`src/rtl/dac_wr_pkg.sv`:
```
package dac_wr_pkg;
  typedef enum logic [2:0] {
    ST_IDLE,
    ST_LEAD,
    ST_HI,
    ST_LO,
    ST_TAIL,
    ST_SETUP,
    ST_STROBE,
    ST_GAP
  } wr_state_t;

  function automatic int max4(input int a, input int b, input int c, input int d);
    int m;
    m = a;
    if (b > m) m = b;
    if (c > m) m = c;
    if (d > m) m = d;
    return m;
  endfunction
endpackage

```
`src/rtl/dac_cs_decode.sv`:
```
module dac_cs_decode #(
  parameter int N_DAC  = 4,
  parameter int ADDR_W = 3
) (
  input  logic [ADDR_W-1:0] addr,
  output logic [N_DAC-1:0]  sel_n,
  output logic              hit
);
  for (genvar i = 0; i < N_DAC; i++) begin : g_sel
    assign sel_n[i] = (addr != ADDR_W'(i));
  end
  assign hit = ~&sel_n;
endmodule

```
`src/rtl/dac_bit_shift.sv`:
```
module dac_bit_shift #(
  parameter int DATA_W = 16
) (
  input  logic              clk,
  input  logic              rst_n,
  input  logic              load,
  input  logic              shift,
  input  logic [DATA_W-1:0] word,
  output logic              msb
);
  logic [DATA_W-1:0] sh_q;

  always_ff @(posedge clk) begin
    if (!rst_n)     sh_q <= '0;
    else if (load)  sh_q <= word;
    else if (shift) sh_q <= {sh_q[DATA_W-2:0], 1'b0};
  end

  assign msb = sh_q[DATA_W-1];
endmodule

```
`src/rtl/dac_phase_cnt.sv`:
```
module dac_phase_cnt #(
  parameter int CNT_W = 4
) (
  input  logic             clk,
  input  logic             rst_n,
  input  logic             load,
  input  logic [CNT_W-1:0] load_val,
  output logic             zero
);
  logic [CNT_W-1:0] cnt_q;

  always_ff @(posedge clk) begin
    if (!rst_n)            cnt_q <= '0;
    else if (load)         cnt_q <= load_val;
    else if (cnt_q != '0)  cnt_q <= cnt_q - 1'b1;
  end

  assign zero = (cnt_q == '0);
endmodule

```
`src/rtl/dac_wr_ctrl.sv`:
```
module dac_wr_ctrl
  import dac_wr_pkg::*;
#(
  parameter int N_DAC      = 4,
  parameter int ADDR_W     = 3,
  parameter int DATA_W     = 16,
  parameter int HALF_CYC   = 5,
  parameter int GAP_CYC    = 8,
  parameter int SETUP_CYC  = 4,
  parameter int STROBE_CYC = 8
) (
  input  logic              clk,
  input  logic              rst_n,
  input  logic              req_valid,
  output logic              req_ready,
  input  logic [ADDR_W-1:0] req_addr,
  input  logic [DATA_W-1:0] req_data,
  input  logic              req_defer,
  output logic              sclk,
  output logic              din,
  output logic [N_DAC-1:0]  cs_n,
  output logic              ldac_n
);
  localparam int MAX_CYC = max4(HALF_CYC, GAP_CYC, SETUP_CYC, STROBE_CYC);
  localparam int CNT_W   = $clog2(MAX_CYC + 1);
  localparam int BIT_W   = $clog2(DATA_W);

  wr_state_t         state_q, state_d;
  logic [ADDR_W-1:0] addr_q, dec_addr;
  logic              def_q, def_d;
  logic [BIT_W-1:0]  bit_q;
  logic              zero, accept, load, shift, hit, in_frame;
  logic [CNT_W-1:0]  load_val;
  logic [N_DAC-1:0]  sel_n;
  logic              sclk_q, ldac_q;
  logic [N_DAC-1:0]  cs_q;

  assign req_ready = (state_q == ST_IDLE);
  assign accept    = req_valid & req_ready;

  always_comb begin
    state_d = state_q;
    unique case (state_q)
      ST_IDLE:   if (accept) state_d = ST_LEAD;
      ST_LEAD:   if (zero) state_d = ST_HI;
      ST_HI:     if (zero) state_d = (bit_q == BIT_W'(DATA_W - 1)) ? ST_TAIL : ST_LO;
      ST_LO:     if (zero) state_d = ST_HI;
      ST_TAIL:   if (zero) state_d = def_q ? ST_SETUP : ST_GAP;
      ST_SETUP:  if (zero) state_d = ST_STROBE;
      ST_STROBE: if (zero) state_d = ST_GAP;
      ST_GAP:    if (zero) state_d = ST_IDLE;
      default:   state_d = ST_IDLE;
    endcase
  end

  always_comb begin
    unique case (state_d)
      ST_SETUP:  load_val = CNT_W'(SETUP_CYC - 1);
      ST_STROBE: load_val = CNT_W'(STROBE_CYC - 1);
      ST_GAP:    load_val = CNT_W'(GAP_CYC - 1);
      ST_IDLE:   load_val = '0;
      default:   load_val = CNT_W'(HALF_CYC - 1);
    endcase
  end

  assign load     = (state_d != state_q);
  assign shift    = (state_q == ST_HI) && (state_d == ST_LO);
  assign dec_addr = accept ? req_addr : addr_q;
  assign def_d    = accept ? req_defer : def_q;
  assign in_frame = (state_d == ST_LEAD) || (state_d == ST_HI) ||
                    (state_d == ST_LO) || (state_d == ST_TAIL);

  dac_phase_cnt #(.CNT_W(CNT_W)) u_cnt (
    .clk(clk), .rst_n(rst_n), .load(load), .load_val(load_val), .zero(zero)
  );

  dac_bit_shift #(.DATA_W(DATA_W)) u_shift (
    .clk(clk), .rst_n(rst_n), .load(accept), .shift(shift),
    .word(req_data), .msb(din)
  );

  dac_cs_decode #(.N_DAC(N_DAC), .ADDR_W(ADDR_W)) u_dec (
    .addr(dec_addr), .sel_n(sel_n), .hit(hit)
  );

  always_ff @(posedge clk) begin
    if (!rst_n) begin
      state_q <= ST_IDLE;
      addr_q  <= '0;
      def_q   <= 1'b0;
      bit_q   <= '0;
      sclk_q  <= 1'b0;
      cs_q    <= '1;
      ldac_q  <= 1'b1;
    end else begin
      state_q <= state_d;
      if (accept) begin
        addr_q <= req_addr;
        def_q  <= req_defer;
        bit_q  <= '0;
      end else if (state_q == ST_HI && zero) begin
        bit_q <= bit_q + 1'b1;
      end
      sclk_q <= (state_d == ST_HI) && hit;
      cs_q   <= in_frame ? sel_n : '1;
      if (state_d == ST_STROBE)
        ldac_q <= 1'b0;
      else if (state_d != ST_IDLE && state_d != ST_SETUP && !def_d)
        ldac_q <= 1'b0;
      else
        ldac_q <= 1'b1;
    end
  end

  assign sclk   = sclk_q;
  assign cs_n   = cs_q;
  assign ldac_n = ldac_q;

  a_r4_one_select: assert property (@(posedge clk) disable iff (!rst_n)
    $onehot0(~cs_n));
  a_r5_sclk_framed: assert property (@(posedge clk) disable iff (!rst_n)
    sclk |-> !(&cs_n));
  a_r2_din_steady: assert property (@(posedge clk) disable iff (!rst_n)
    sclk |-> $stable(din));
  a_r9_strobe_after_cs: assert property (@(posedge clk) disable iff (!rst_n)
    ($fell(ldac_n) && def_q) |-> (&cs_n));
  a_r7_idle_quiet: assert property (@(posedge clk) disable iff (!rst_n)
    req_ready |-> ((&cs_n) && !sclk && ldac_n));
endmodule

```
`config.mk`:
```
export PLATFORM = sky130hd
export DESIGN_NAME = dac_wr_ctrl
export DESIGN_NICKNAME = d
export VERILOG_FILES = /design/src/rtl/dac_wr_pkg.sv /design/src/rtl/dac_cs_decode.sv /design/src/rtl/dac_bit_shift.sv /design/src/rtl/dac_phase_cnt.sv /design/src/rtl/dac_wr_ctrl.sv
export SDC_FILE = /design/constraint.sdc
export NUM_CORES = 1
export LEC_CHECK = 0
export BUFFER_PORTS_ARGS = -buffer_cell sky130_fd_sc_hd__buf_4
export CAP_MARGIN = 20
export CORE_UTILIZATION = 58
export CTS_CLUSTER_DIAMETER = 80
export DETAILED_ROUTE_END_ITERATION = 8
export PLACE_DENSITY = 0.83
export SETUP_SLACK_MARGIN = 0.15
export SLEW_MARGIN = 20
export SYNTH_ARGS = -nofsm -noshare
export SYNTH_HDL_FRONTEND = slang
export SYNTH_SLANG_ARGS = --single-unit
```
`constraint.sdc`:
```
create_clock -name clk -period 3.9 [get_ports clk]
set_clock_uncertainty 0.1 [all_clocks]
set_input_delay 0.195 -clock clk [delete_from_list [all_inputs] [get_ports clk]]
set_output_delay 0.195 -clock clk [all_outputs]
set_load 0.005 [all_outputs]
```
Yosys cells after proc, flatten, opt, wreduce, memory -nomap -nowiden
Index checks and enable logic that the tools add are counted.
{"block": "word_totals", "regBits": 37, "inputBits": 23, "elab_cells": 75}
{"block": "op_classes", "addsub": 2, "eq_ne": 20, "n_mux": 19, "bitwise_logic": 2, "n_reduce_logical": 23}
{"operator": "2-to-1 mux 16 bit", "count": 2}
{"operator": "2-to-1 mux 3 bit", "count": 9}
{"operator": "equality test 3 bit, second input constant", "count": 8}
{"operator": "case mux 3 bit (7 select lines)", "count": 1}
{"operator": "equality test 3 x 2 -> 1 bit, second input constant", "count": 4}
{"operator": "case mux 3 bit (3 select lines)", "count": 1}
{"operator": "2-to-1 mux 4 bit", "count": 2}
{"operator": "equality test 3 x 1 -> 1 bit, second input constant", "count": 2}
{"operator": "logical NOT 3 bit", "count": 2}
{"operator": "!= test 3 x 2 -> 1 bit, second input constant", "count": 2}
{"operator": "nonzero test 3 bit", "count": 2}
{"operator": "OR reduction 2 bit", "count": 3}
{"operator": "logical AND 1 bit", "count": 5}
{"operator": "adder 4 x 1 -> 4 bit, second input constant", "count": 1}
{"operator": "equality test 4 bit, second input constant", "count": 1}
{"operator": "logical NOT 4 bit", "count": 1}
{"operator": "AND reduction 4 bit", "count": 1}
{"operator": "nonzero test 2 bit", "count": 2}
{"operator": "nonzero test 4 bit", "count": 1}
{"operator": "subtractor 4 x 1 -> 4 bit, second input constant", "count": 1}
{"operator": "logical OR 1 bit", "count": 3}
{"operator": "2-to-1 mux 1 bit", "count": 3}
{"operator": "!= test 3 x 1 -> 1 bit, second input constant", "count": 1}
{"operator": "!= test 3 bit", "count": 1}
{"operator": "6 further kinds", "count": 7}

Depth between registers and ports, before layout
{"block": "logic_depth", "ltp_word": 9, "mapped_depth": 10, "depth_no_buf": 7}

By module
Synthesis repeated with hierarchy kept, for this count alone.
{"block": "hier_totals", "hier_cells": 186, "hier_area_um2": 1969.4}
{"mod": "dac_wr_ctrl", "instances": 1, "cells_each": 88, "area_each_um2": 862.1, "seq_area_each_um2": 340.3}
{"mod": "dac_bit_shift", "instances": 1, "cells_each": 70, "area_each_um2": 842.1, "seq_area_each_um2": 320.3}
{"mod": "dac_phase_cnt", "instances": 1, "cells_each": 23, "area_each_um2": 230.2, "seq_area_each_um2": 80.1}
{"mod": "dac_cs_decode", "instances": 1, "cells_each": 5, "area_each_um2": 35.0, "seq_area_each_um2": 0.0}

Least setup slack after synthesis
OpenSTA, ideal clock, no wires.
{"block": "synth_path", "path_kind": "register to register", "from": "reg u_cnt.cnt_q[0]", "to": "reg u_shift.sh_q[14]", "setup_time_ns": 0.131, "t_arrival_ns": 1.937, "setup_slack_ns": 1.731, "stages_incl_launch_ff": 10, "period_less_slack_ns": 2.169, "cell_sequence": "dfxtp_1 > inv_1 > ha_1 > or3b_1 > buf_2 > nor4b_4 > and2_1 > buf_4 > mux2i_1 > a21oi_1"}
{"block": "synth_between", "elab_chain_cells": 6, "elab_cells_between_ends": 11, "classes_between": "1 x eq/ne; 7 x mux; 3 x reduce/logical"}
{"item": "start: declaration", "line": "dac_phase_cnt.sv:10", "source": "logic [CNT_W-1:0] cnt_q;"}
{"item": "start signal: assignment", "line": "dac_phase_cnt.sv:14", "source": "else if (load) cnt_q <= load_val;"}
{"item": "start signal: assignment", "line": "dac_phase_cnt.sv:15", "source": "else if (cnt_q != '0) cnt_q <= cnt_q - 1'b1;"}
{"item": "logical NOT 4 bit (*)", "line": "dac_phase_cnt.sv:18", "source": "assign zero = (cnt_q == '0);"}
{"item": "2-to-1 mux 3 bit (tied with other cells)", "line": "dac_wr_ctrl.sv:51", "source": "ST_GAP: if (zero) state_d = ST_IDLE;"}
{"item": "case mux 3 bit (7 select lines) (*)", "line": "dac_wr_ctrl.sv:43", "source": "unique case (state_q)"}
{"item": "equality test 3 x 2 -> 1 bit (*)", "line": "dac_wr_ctrl.sv:67", "source": "assign shift = (state_q == ST_HI) && (state_d == ST_LO);"}
{"item": "logical AND 1 bit (*)", "line": "dac_wr_ctrl.sv:67"}
{"item": "nonzero test 2 bit (no source line) (*)"}
{"item": "end signal: assignment", "line": "dac_bit_shift.sv:15", "source": "else if (load) sh_q <= word;"}
{"item": "end signal: assignment", "line": "dac_bit_shift.sv:16", "source": "else if (shift) sh_q <= {sh_q[DATA_W-2:0], 1'b0};"}
{"item": "end: declaration", "line": "dac_bit_shift.sv:11", "source": "logic [DATA_W-1:0] sh_q;"}
Mark *: on every way between the ends. The rest lies on a longest branch, timed or not.
A chain may end at the register's enable or synchronous reset.

Worst setup path in the final report
{"block": "layout_path", "from": "reg u_cnt.cnt_q[1]", "to": "reg u_shift.sh_q[2]"}
Same word-level chain as after synthesis.

==> reports/metrics.csv <==
metric,value,unit
gr-total-overflow,0,
p_leak,0.7980,nW
fmax,0.3728,GHz
path_class,flip-flop to flip-flop,
finalCriticalPeriod,2.682,ns
finalCritPeriodShare,68.77,%
cp-start-kind,flip-flop,
finalMaxSlewViolations,0,
maxCapViolCount,0,
num_rows,19,
crit_path_max_fanout,16,
syn2layout_area_growth,18.42,%
grt_pass1_vias,1582,
die_w,55.89,um
antennaDiodeCount,0,
yosys_warnings,0,
cts_sinks,37,
yosysTopAreaCell,dfxtp_1,
drive_gt1_share,19.82,%
hpwl,2749,um
gp_congestion,0.9224,
detailed_place.area,1889,sq um
status,"finished, final reports clean",
h-tree-depth,2,
ant_nets,0,
crit_path_end_kind,flip-flop,
final-hold-violation-count,0,
grt_max_degree,23,
yosysMostFrequentCell,dfxtp_1,
finalSetupViolations,0,
grt_use_total,27.93,%
final_area,1994,sq um
ys_types,39,
arrival,2.82,ns
synth_area_per_cell,8.911,sq um
grt_util_met2,48.36,%
tightestPinTransition,0.9984,ns
nets,241,
io_buffers,30,
postSynth.asyncResetShare,0,%
top_usage_layer,met2,
root_buffer,clkbuf_4,
io-pin-count,31,
synth_top_area_share,43.98,%
routed_via_density,6.282,
postCtsSetupBuffers,0,
drt-initial-drc-count,112,
synth.area.top_cells,"dfxtp_1 (44%), a222oi_1 (7.7%), nor2_1 (6.5%)",
grt_util_met1,30.64,%
synth_common_cells,"dfxtp_1 (37), nor2_1 (29), nand2_1 (15)",
required,4.03,ns
fin_tns_setup,0,ns
hold_class,input pin to flip-flop,
drc_errors,0,
ir_drop,0.0005197,V
num_vias,1558,
die_h,55.89,um
start_util,61.07,%
clk_pin_slew,0.11,ns
grt_setup_unrepaired,no,
power_density,675.8,nW/um^2
fill_cells,230,
synth_seq_area_share,43.98,%
syn-num-nets,214,
synth_cells,189,
timing.slew.headroom,33.16,%
cts_tree,built,
utilization,72.32,%
grt_pass1_wl,6734,um
netlist_area,1684,sq um
synth_edf_count,0,
clk_path_buf_depth,2,
core_area,2758,sq um
cts_resized,0,
synth_flop_cell,dfxtp_1,
wl,4046,um
cts_buffers,5,
grtUsageMet3,7.209,%
worstSkewPairLatency,0.35,ns
dieArea,3123,sq um
grt_antenna_before_repair,0,
drt_pre_antenna_iters,6,
wl_per_cell,16.31,um
synth-seq-cells,37,
-- critical path, stage by stage, from the launching register on --
cell,delay (ns)
dfxtp_1,0.34
inv_1,0.07
ha_1,0.21
or3b_1,0.51
nor4b_4,0.42
and2_1,0.58
mux2i_1,0.26
a21oi_1,0.08
-- repair_timing --
action,CTS,global route
setup endpoints to repair,0,0
endpoints found under the hold margin,2,0
hold buffers,2,0
-- power by group --
group	switching (mW)	internal [mW]	total (mW)
Sequential	0.0722	0.456	0.528
Clock	0.129	0.153	0.282
Combinational	0.313	0.225	0.538
-- worst paths after layout --
| path | endpoint | slack (ns) | startpoint | depth (start not counted) |
|---|---|---|---|---|
| worst min register to register | addr_q[2]$_SDFF_PN0_ | 0.38 | addr_q[2]$_SDFF_PN0_ | 2 |
| worst max-delay path | u_shift.sh_q[2]$_SDFFE_PN0P_ | 1.22 | u_cnt.cnt_q[1]$_SDFFE_PN0P_ | 7 |
| worst max register to register | u_shift.sh_q[2]$_SDFFE_PN0P_ | 1.22 | u_cnt.cnt_q[1]$_SDFFE_PN0P_ | 7 |
| worst min-delay path | u_shift.sh_q[10]$_SDFFE_PN0P_ | 0.001 | req_data[10] | 3 |
-- layout make-up --
type	count	area, sq um	area share, %
Clock inverter	1	30.03	1.506
Clock buffer	7	55.05	2.760
Timing Repair Buffer	32	245.2	12.30
Inverter	9	33.78	1.694
Multi-Input combinational cell	131	850.8	42.66
Tap cell	31	38.79	1.945
Sequential cell	37	740.7	37.14
-- kinds of logic (layout without fill, tap and decap cells) --
logic type	Yosys count	count (layout)	synth area share, %
and+or+nand+nor	76	76	23.85
adders and majority gates	2	2	1.486
DFF	37	37	43.98
xor gates and xnor gates	3	3	1.560
AOI/OAI and AO/OA	46	46	21.25
buffers and inverters	21	49	5.498
muxes	4	4	2.378
-- routing by layer --
layer,vias to the layer above,share of wire (%)
met5,-,0
met4,0,2.3
met3,10,4.4
met2,60,54
met1,743,39
li1,745,-
-- sequential cells by signal (all words and copies together) (netlist names) --
name          count
sclk              1
u_shift.sh_q     16
addr_q            3
ldac_n            1
cs_n              4
u_cnt.cnt_q       4
bit_q             4
state_q           3
def_q             1
-- cell usage in the layout, fill, tap and decap left out, drive strengths merged, types with 2 or more instances in the layout --
cell,synthesis,routed
a31oi,3,3
o22ai,2,2
o21ai,5,5
nand3,4,4
nor2,29,29
a2bb2oi,2,2
a32oi,4,4
ha,2,2
nor3b,2,2
nor2b,2,2
nor3,6,6
or3,5,5
dfxtp,37,37
and2,3,3
nand2,15,15
dlygate4sd3,0,2
and3,2,2
clkbuf,8,7
nand2b,2,2
a21oi,11,11
mux2i,4,4
nor4b,2,2
xor2,2,2
buf,4,30
inv,9,9
a222oi,13,13
-- per-stage QoR --
step	worst slack, ns	std cells	power, mW	hold slack, ns
3_3_place_gp	1.355	238	1.029	0.3240
3_5_place_dp	1.248	238	1.057	0.3346
2_1_floorplan	1.731	189	0.9293	0.2310
4_1_cts	1.237	248	1.339	0.001607
5_1_grt	1.031	248	1.433	0.008983
6_report	1.218	248	1.348	0.001082
No activity file was read; power rests on OpenSTA's default activity.
